### src/rtl/pwr_seq_pkg.sv
package pwr_seq_pkg;

    typedef enum logic [1:0] {
        ST_OFF    = 2'b00,
        ST_CLKRST = 2'b01,
        ST_SYSRST = 2'b10,
        ST_RUN    = 2'b11
    } chip_state_e;

    // Field order matches the write data layout, MSB first.
    typedef struct packed {
        logic clk_on;
        logic hub;
        logic codec;
        logic dsp1;
        logic dsp2;
    } rst_bits_t;

    localparam int unsigned RST_BITS_W = $bits(rst_bits_t);

    function automatic int unsigned ns_to_cycles(input int unsigned ns, input int unsigned khz);
        logic [63:0] prod;
        logic [63:0] cyc;
        prod = 64'(ns) * 64'(khz);
        cyc  = (prod + 64'd999_999) / 64'd1_000_000;
        if (cyc == 64'd0) cyc = 64'd1;
        return int'(cyc[31:0]);
    endfunction

endpackage

### src/rtl/pwr_seq_sync.sv
module pwr_seq_sync #(
    parameter int unsigned STAGES  = 2,
    parameter logic        RST_VAL = 1'b0
) (
    input  logic clk_i,
    input  logic rst_ni,
    input  logic d_i,
    output logic q_o
);
    logic [STAGES-1:0] chain_d, chain_q;

    always_comb begin
        chain_d = {chain_q[STAGES-2:0], d_i};
    end

    always_ff @(posedge clk_i or negedge rst_ni) begin
        if (!rst_ni) chain_q <= {STAGES{RST_VAL}};
        else         chain_q <= chain_d;
    end

    assign q_o = chain_q[STAGES-1];
endmodule

### src/rtl/pwr_seq_timer.sv
module pwr_seq_timer #(
    parameter int unsigned LIMIT = 60,
    localparam int unsigned CW   = $clog2(LIMIT + 1)
) (
    input  logic clk_i,
    input  logic rst_ni,
    input  logic run_i,
    output logic done_o
);
    logic [CW-1:0] cnt_d, cnt_q;

    always_comb begin
        cnt_d = cnt_q;
        if (!run_i)                   cnt_d = '0;
        else if (cnt_q != CW'(LIMIT)) cnt_d = cnt_q + 1'b1;
    end

    always_ff @(posedge clk_i or negedge rst_ni) begin
        if (!rst_ni) cnt_q <= '0;
        else         cnt_q <= cnt_d;
    end

    assign done_o = (cnt_q == CW'(LIMIT));

    // Counter saturates at the limit and never wraps.
    p_cnt_bounded_r6: assert property (@(posedge clk_i) disable iff (!rst_ni)
        cnt_q <= CW'(LIMIT));
    // Dropping the run input always restarts the interval.
    p_restart_on_stop_r9: assert property (@(posedge clk_i) disable iff (!rst_ni)
        !run_i |=> !done_o);
endmodule

### src/rtl/pwr_seq_decode.sv
module pwr_seq_decode
    import pwr_seq_pkg::*;
(
    input  logic        pin_on_i,
    input  rst_bits_t   bits_i,
    output chip_state_e state_o,
    output logic        ref_en_o,
    output logic        pll_en_o,
    output logic        hub_rst_no,
    output logic        dsp1_rst_no,
    output logic        dsp2_rst_no,
    output logic        codec_rst_no,
    output logic        conv_en_o,
    output logic        src_en_o
);
    logic any_block;
    logic running;

    always_comb begin
        any_block = bits_i.hub | bits_i.codec | bits_i.dsp1 | bits_i.dsp2;
        if (!pin_on_i)          state_o = ST_OFF;
        else if (!bits_i.clk_on) state_o = ST_CLKRST;
        else if (!any_block)    state_o = ST_SYSRST;
        else                    state_o = ST_RUN;

        running      = (state_o == ST_RUN);
        ref_en_o     = pin_on_i;
        pll_en_o     = (state_o == ST_SYSRST) || running;
        hub_rst_no   = running & bits_i.hub;
        dsp1_rst_no  = running & bits_i.dsp1;
        dsp2_rst_no  = running & bits_i.dsp2;
        codec_rst_no = running & bits_i.codec;
        conv_en_o    = running & bits_i.codec;
        src_en_o     = running & bits_i.hub;
    end
endmodule

### src/rtl/pwr_seq_top.sv
module pwr_seq_top
    import pwr_seq_pkg::*;
#(
    parameter int unsigned CLK_FREQ_KHZ   = 100_000,
    parameter int unsigned SUPPLY_WAIT_NS = 600,
    parameter int unsigned REG_WAIT_NS    = 1_000_000,
    parameter int unsigned SYNC_STAGES    = 2
) (
    input  logic       clk_i,
    input  logic       rst_ni,
    input  logic       supply_good_i,
    input  logic       pdn_ni,
    input  logic       clk_stable_i,
    input  logic       wr_en_i,
    input  logic [4:0] wr_data_i,
    output logic       ref_en_o,
    output logic       reg_ready_o,
    output logic [1:0] state_o,
    output logic       pll_en_o,
    output logic       hub_rst_no,
    output logic       dsp1_rst_no,
    output logic       dsp2_rst_no,
    output logic       codec_rst_no,
    output logic       conv_en_o,
    output logic       src_en_o
);
    localparam int unsigned SUP_CYC = ns_to_cycles(SUPPLY_WAIT_NS, CLK_FREQ_KHZ);
    localparam int unsigned REG_CYC = ns_to_cycles(REG_WAIT_NS, CLK_FREQ_KHZ);

    logic        pdn_s;
    logic        sup_done;
    logic        reg_done;
    logic        pin_on;
    logic        wr_ok;
    rst_bits_t   bits_d, bits_q;
    rst_bits_t   wr_bits;
    chip_state_e state_e;

    pwr_seq_sync #(.STAGES(SYNC_STAGES), .RST_VAL(1'b0)) u_pin_sync (
        .clk_i (clk_i),
        .rst_ni(rst_ni),
        .d_i   (pdn_ni),
        .q_o   (pdn_s)
    );

    pwr_seq_timer #(.LIMIT(SUP_CYC)) u_supply_tmr (
        .clk_i (clk_i),
        .rst_ni(rst_ni),
        .run_i (supply_good_i),
        .done_o(sup_done)
    );

    assign pin_on = pdn_s & sup_done;

    pwr_seq_timer #(.LIMIT(REG_CYC)) u_reg_tmr (
        .clk_i (clk_i),
        .rst_ni(rst_ni),
        .run_i (pin_on),
        .done_o(reg_done)
    );

    assign reg_ready_o = reg_done & pin_on;

    always_comb begin
        wr_bits = rst_bits_t'(wr_data_i);
        wr_ok   = wr_en_i & reg_ready_o;
        bits_d  = bits_q;
        if (!pin_on) begin
            bits_d = '0;
        end else if (wr_ok) begin
            bits_d = wr_bits;
            if (wr_bits.clk_on && !bits_q.clk_on && !clk_stable_i)
                bits_d.clk_on = 1'b0;
        end
    end

    always_ff @(posedge clk_i or negedge rst_ni) begin
        if (!rst_ni) bits_q <= '0;
        else         bits_q <= bits_d;
    end

    pwr_seq_decode u_decode (
        .pin_on_i    (pin_on),
        .bits_i      (bits_q),
        .state_o     (state_e),
        .ref_en_o    (ref_en_o),
        .pll_en_o    (pll_en_o),
        .hub_rst_no  (hub_rst_no),
        .dsp1_rst_no (dsp1_rst_no),
        .dsp2_rst_no (dsp2_rst_no),
        .codec_rst_no(codec_rst_no),
        .conv_en_o   (conv_en_o),
        .src_en_o    (src_en_o)
    );

    assign state_o = state_e;

    // the off state silences every downstream output.
    p_off_all_quiet_r1: assert property (@(posedge clk_i) disable iff (!rst_ni)
        (state_o == 2'b00) |-> !(ref_en_o | pll_en_o | hub_rst_no | dsp1_rst_no |
                                 dsp2_rst_no | codec_rst_no | conv_en_o | src_en_o | reg_ready_o));
    // no PLL and no block runs while the clock bit is low.
    p_clkrst_no_pll_r2: assert property (@(posedge clk_i) disable iff (!rst_ni)
        !bits_q.clk_on |-> !pll_en_o && (state_o != 2'b11));
    // system reset keeps every block in reset.
    p_sysrst_idle_r3: assert property (@(posedge clk_i) disable iff (!rst_ni)
        (state_o == 2'b10) |-> !(hub_rst_no | dsp1_rst_no | dsp2_rst_no | codec_rst_no));
    // no write lands before the window has elapsed.
    p_no_early_write_r6: assert property (@(posedge clk_i) disable iff (!rst_ni)
        !reg_ready_o |=> (bits_q == '0));
    // ready is never shown without the pin released.
    p_ready_needs_pin_r6: assert property (@(posedge clk_i) disable iff (!rst_ni)
        reg_ready_o |-> ref_en_o);
    // supplies not settled keeps the chip off.
    p_supply_mask_r7: assert property (@(posedge clk_i) disable iff (!rst_ni)
        !supply_good_i |=> (state_o == 2'b00));
    // the clock bit only rises with a stable clock.
    p_clk_needs_stable_r8: assert property (@(posedge clk_i) disable iff (!rst_ni)
        $rose(bits_q.clk_on) |-> $past(clk_stable_i));
    // losing the pin clears the bits at the next edge.
    p_pin_loss_clears_r9: assert property (@(posedge clk_i) disable iff (!rst_ni)
        !pin_on |=> (bits_q == '0));
endmodule

### config.mk
export PLATFORM = sky130hd
export DESIGN_NAME = pwr_seq_top
export DESIGN_NICKNAME = d
export VERILOG_FILES = /design/src/rtl/pwr_seq_pkg.sv /design/src/rtl/pwr_seq_sync.sv /design/src/rtl/pwr_seq_timer.sv /design/src/rtl/pwr_seq_decode.sv /design/src/rtl/pwr_seq_top.sv
export SDC_FILE = /design/constraint.sdc
export NUM_CORES = 1
export LEC_CHECK = 0
export BUFFER_PORTS_ARGS = -buffer_cell sky130_fd_sc_hd__buf_2
export CAP_MARGIN = 25
export CORE_ASPECT_RATIO = 2
export CORE_MARGIN = 2
export CORE_UTILIZATION = 52
export CTS_CLUSTER_SIZE = 12
export DETAILED_ROUTE_END_ITERATION = 8
export PLACE_DENSITY = 0.76
export SLEW_MARGIN = 30
export SYNTH_ARGS = -nofsm -noshare
export SYNTH_HDL_FRONTEND = slang
export SYNTH_HIERARCHICAL = 1
export SYNTH_SLANG_ARGS = --single-unit
### constraint.sdc
create_clock -name clk_i -period 1.9 [get_ports clk_i]
set_input_delay 0.095 -clock clk_i [delete_from_list [all_inputs] [get_ports clk_i]]
set_output_delay 0.095 -clock clk_i [all_outputs]
set_load 0.02 [all_outputs]
# Word level (Yosys, flattened, before mapping)
# Cells that the tools add are included.
classes:
  add_sub_neg: 2
  bitwise: 10
  n_eq_ne: 9
  mux: 10
  n_reduce_logical: 5
ops:
  columns: ["op", "n"]
  rows:
  - ["two-way mux 17 bit", 2]
  - ["adder 17 x 1 -> 17 bit (second input constant)", 1]
  - ["== test 17 bit (second input constant)", 1]
  - ["inequality test 17 bit (second input constant)", 1]
  - ["two-way mux 6 bit", 2]
  - ["two-way mux 5 bit", 2]
  - ["AND 1 bit", 7]
  - ["adder 6 x 1 -> 6 bit (second input constant)", 1]
  - ["== test 6 bit (second input constant)", 1]
  - ["inequality test 2 x 1 -> 1 bit (second input constant)", 3]
  - ["inequality test 6 bit (second input constant)", 1]
  - ["== test 2 bit (second input constant)", 2]
  - ["two-way mux 2 bit", 2]
  - ["bitwise OR 1 bit", 3]
  - ["logical AND 1 bit", 2]
  - ["zero test 1 bit", 2]
  - ["two-way mux 1 bit", 2]
  - ["logical OR 1 bit", 1]
word_totals:
  register_bits: 30
  output_inout_bits: 11
  input_bits: 11

# Longest topological paths before layout
logic_depth:
  ltp_word: 8
  depth_mapped: 9
  mapped_depth_nobuf: 8

# By module
# The synthesis kept the hierarchy.
modules_own_cells:
  columns: ["mod", "area_per_inst_um2", "instances", "seq_area_each_um2", "cells_per_inst"]
  rows:
  - ["pwr_seq_timer at u_reg_tmr", 1023.5, 1, 425.4, 101]
  - ["pwr_seq_timer at u_supply_tmr", 336.6, 1, 150.1, 34]
  - ["pwr_seq_top", 266.5, 1, 125.1, 25]
  - ["pwr_seq_decode", 85.1, 1, 0.0, 11]
  - ["pwr_seq_sync", 50.0, 1, 50.0, 2]

# Worst setup path after synthesis
# Ideal clock, no wire load.
synth_timing:
  path_kind: "register to register"
  start: "register u_supply_tmr.cnt_q[0]"
  end: "register u_reg_tmr.cnt_q[0]"
  arrival_ns: 1.797
  stages_incl_launch_ff: 10
  setup_time_ns: 0.066
  t_required_ns: 1.834
  slack_ns: 0.037
  n_path_buf: 2
  path_cell_list: "dfrtp_1 > inv_1 > ha_1 > nand3_2 > nor2_2 > nand2_1 > inv_1 > clkbuf_1 > clkbuf_1 > and2_1"
synth_via:
  elab_chain_len: 3
  elab_cells_between_ends: 4
synth_lines:
  columns: ["item", "line_no", "text"]
  rows:
  - ["start, declared", "pwr_seq_timer.sv:10", "logic [CW-1:0] cnt_d, cnt_q;"]
  - ["start signal, assigned", "pwr_seq_timer.sv:20", "else cnt_q <= cnt_d;"]
  - ["== test 6 bit *", "pwr_seq_timer.sv:23", "assign done_o = (cnt_q == CW'(LIMIT));"]
  - ["named net sup_done", "pwr_seq_top.sv:31", "logic sup_done;"]
  - ["AND 1 bit *", "pwr_seq_top.sv:53", "assign pin_on = pdn_s & sup_done;"]
  - ["named net pin_on", "pwr_seq_top.sv:33", "logic pin_on;"]
  - ["inequality test 2 x 1 -> 1 bit (no source line) / two-way mux 17 bit (equally long branches)", null, null]
  - ["end signal, assigned", "pwr_seq_timer.sv:20", null]
  - ["end, declared", "pwr_seq_timer.sv:10", null]
# Mark *: on every way through the listed nets, which the timed path passes. The rest lies on a longest branch.
# A chain may end at the register's enable or synchronous reset.

# Final worst setup path
layout_timing:
  start: "register u_reg_tmr.cnt_q[10]"
  end: "output reg_ready_o"
layout_via:
  elab_chain_len: 2
layout_lines:
  columns: ["item", "line_no", "text"]
  rows:
  - ["== test 17 bit", "pwr_seq_timer.sv:23", null]
  - ["named net reg_done", "pwr_seq_top.sv:32", "logic reg_done;"]
  - ["AND 1 bit", "pwr_seq_top.sv:62", "assign reg_ready_o = reg_done & pin_on;"]
  - ["end, declared", "pwr_seq_top.sv:17", "output logic reg_ready_o,"]
# The timed path passes the listed nets, and every way through them passes these cells.

==> flow_metrics.py <==
metrics = {
    "min_path": {
        "min-delay-start": "wr_data_i[3]",
        "min_to": "bits_q[3]",
        "holdCritPathClass": "in2reg",
        "hold_path_depth": 3,
    },
    "finish": {
        "final_cell_area_um2": 2110,
        "fillers": 240,
        "fin_nets": 225,
        "area.growth.synth_to_final_pct": 19.9,
        "fin_cells": 242,
        "drive_above_1_share_pct": 32.7,
        "fin_util_pct": 66.1,
        "antennaDiodeCount": 0,
    },
    "floorplanning": {
        "rows": 29,
        "die_w_um": 45.2,
        "die_h_um": 86.3,
        "dieArea_um2": 3900,
        "io_pins": 22,
        "initial_utilization_pct": 55.2,
        "core_area_um2": 3190,
    },
    "grt": {
        "grt_pass1_vias": 1427,
        "grt.overflow.total": 0,
        "grt_pass1_wl_um": 6070,
        "grt_usage_pct": 21.3,
        "grt_antenna_before_repair": 0,
        "grt_max_degree": 31,
    },
    "run": {
        "drv_cap": 0,
    },
    "detailed_routing": {
        "vias": 1420,
        "drtIter0Drc": 21,
        "drt-vias-per-instance": 5.87,
        "drtPass1Iterations": 4,
        "routedWlPerCell_um": 15.3,
        "drc": 0,
        "wl_um": 3690,
        "drtAntennaViolNets": 0,
    },
    "setup_path": {
        "cp-end-kind": "output port",
        "rr_startpoint": "u_reg_tmr/cnt_q[10]",
        "arrival_ps": 1750,
        "r2r_slack_ps": 190,
        "start_kind": "register",
        "cp_max_fo": 5,
        "required_ps": 1800,
        "r2r-end": "bits_q[4]",
        "crit_type": "reg2out",
        "worstRegToRegCells": 7,
    },
    "synth": {
        "yosys_warnings": 6,
        "ys.flop_type": "dfrtp_1",
        "synth_area_leaders": "dfrtp_1 (43%), and2_1 (4.3%), xnor2_1 (3.5%)",
        "synth_edf_count": 0,
        "synthArstFlopShare_pct": 100,
        "synth_seq_cells": 30,
        "synth_area_per_cell_um2": 10.2,
        "syn_nets": 188,
        "syn-cell-area_um2": 1760,
        "yosysSeqAreaShare_pct": 42.6,
        "post-synth-top-area-cell": "dfrtp_1",
        "synth_cell_type_count": 48,
        "synthCells": 173,
        "synth_top_cell_area_share_pct": 42.6,
    },
    "place": {
        "io_buffers": 21,
        "place_congestion": 0.840,
        "hpwl_um": 2640,
        "placed_cell_area_um2": 1920,
        "place_inst": 225,
    },
    "cts": {
        "cts_tree": "done",
        "clockBufferDepth": 2,
        "clkSinkCount": 30,
        "clkTransAtPathRegs_ps": 60,
        "htreeDepth": 2,
        "cts_buffers": 5,
        "cts.root.buffer_cell": "clkbuf_8",
        "clock_latency_ps": 280,
    },
    "sta": {
        "relSlewSlack_pct": 56.3,
        "setup_viol": 0,
        "worst_pin_slew_ps": 656,
        "hold_violations": 0,
        "drv_slew": 0,
        "fin_worst_skew_ps": 5.09,
        "fin_crit_sh_pct": 97.3,
        "fin_crit_ps": 1850,
        "rsz0062_at_grt": "yes",
        "holdWs_ps": 51.7,
        "fmax_mhz": 541,
    },
    "run_status": {
        "status": "complete, no violations",
    },
    "pwr": {
        "vdd_drop_max_v": 0.000461,
        "p_per_area_nw_per_um2": 583,
        "p_total_mw": 1.23,
        "p_leak_nw": 0.992,
    },
}
cell families after synthesis:
| kind of cell | synth area share [%] |
|---|---|
| flops | 42.6 |
| simple gates | 31.4 |
| fa+ha+maj | 2.84 |
| compound gates | 8.38 |
| mux | 3.41 |
| buf+inv | 5.40 |
| xor+xnor | 5.97 |
worst max-delay path, cell delays in order (launching register included):
cell	delay (ps)
dfrtp_2	420
nand2_1	80
or4_1	460
nor2_1	100
buf_4	120
and3_4	180
buf_6	110
per-stage QoR:
stage / worst slack (ps) / TNS (ps)
6_report: 52.1 / 0
5_1_grt: -12.0 / -12.0
4_1_cts: 1.24 / 0
3_5_place_dp: 169 / 0
3_3_place_gp: 175 / 0
2_1_floorplan: 36.7 / 0
state kept, by name (all words and copies together) (netlist names):
register            flops
u_reg_tmr/cnt_q        17
u_supply_tmr/cnt_q      6
bits_q                  5
u_pin_sync/chain_q      2
metal layers:
metal / wire length (um) / up-vias / GRT usage (%)
met2: 2080 / 34 / 38.8
met3: 134 / 11 / 3.75
met4: 126 / 0 / 12.6
li1: - / 685 / -
met1: 1350 / 690 / 20.8
met5: 0 / - / 0
synth_stat cells (3+ instances only):
cell     number
xnor2_1       7
xor2_1        5
ha_1          4
nor3_1        5
mux2i_1       6
and2_1       12
and3_2        5
buf_4         3
nor4_2        4
o21ai_0       4
nand4_1       6
a21bo_1       4
nand3_1       7
nor4_1        3
inv_1        10
a21oi_1       4
nand2_1      16
dfrtp_1      30
where the power goes:
part           internal (mW)  total (mW)  switching, mW
Sequential             0.646       0.651        0.00515
Combinational         0.0240      0.0585         0.0345
Clock                  0.291       0.521          0.230
area by class of cell:
| cell class | count | area, um2 | share of cell area, % |
|---|---|---|---|
| clock buffer | 7 | 86.3 | 4.09 |
| inverter | 10 | 37.5 | 1.78 |
| clock inverter | 1 | 5.00 | 0.237 |
| timing repair inverter | 1 | 5.00 | 0.237 |
| sequential | 30 | 752 | 35.6 |
| tap | 31 | 38.8 | 1.84 |
| timing repair buffer | 37 | 249 | 11.8 |
| multi-input combinational | 125 | 938 | 44.4 |
worst max path at each step:
stage | cells past startpoint | start | slack (ps) | to
floorplan | 9 | u_supply_tmr/cnt_q[0] | 40 | u_reg_tmr/cnt_q[0]
detailed placement | 8 | u_supply_tmr/cnt_q[0] | 170 | codec_rst_no
finish | 6 | u_reg_tmr/cnt_q[10] | 50 | reg_ready_o
CTS | 6 | u_reg_tmr/cnt_q[9] | 1 | reg_ready_o
global route | 6 | u_reg_tmr/cnt_q[8] | -10 | reg_ready_o
global placement | 6 | u_reg_tmr/cnt_q[6] | 180 | reg_ready_o
timing repair:
action,in CTS,in global routing
pin swaps,3,1
gates resized for setup,6,3
hold buffers,2,0
endpoints found under the hold margin,31,0
setup endpoints to repair,10,10
setup buffers,3,3
gates cloned,0,1
cell usage in the layout, fill, tap and decap left out, types with 2 or more instances in the layout:
| cell | netlist | routed |
|---|---|---|
| nor3_1 | 5 | 5 |
| nand2_1 | 16 | 15 |
| a21oi_1 | 4 | 4 |
| nand4_1 | 6 | 6 |
| a31oi_1 | 2 | 2 |
| xor2_1 | 5 | 5 |
| and3_2 | 5 | 5 |
| buf_4 | 3 | 13 |
| xnor2_1 | 7 | 7 |
| dlygate4sd3_1 | 0 | 2 |
| nor2_1 | 2 | 2 |
| mux2i_1 | 6 | 6 |
| nand2b_1 | 2 | 2 |
| nand3_1 | 7 | 7 |
| inv_1 | 10 | 9 |
| nor4_2 | 4 | 4 |
| ha_1 | 4 | 3 |
| and2_1 | 12 | 12 |
| buf_2 | 1 | 20 |
| clkbuf_8 | 0 | 6 |
| and2_2 | 2 | 2 |
| nor4_1 | 3 | 3 |
| o21ai_0 | 4 | 4 |
| a21bo_1 | 4 | 4 |
| dfrtp_1 | 30 | 29 |
Power figures use the tool's default switching activity.
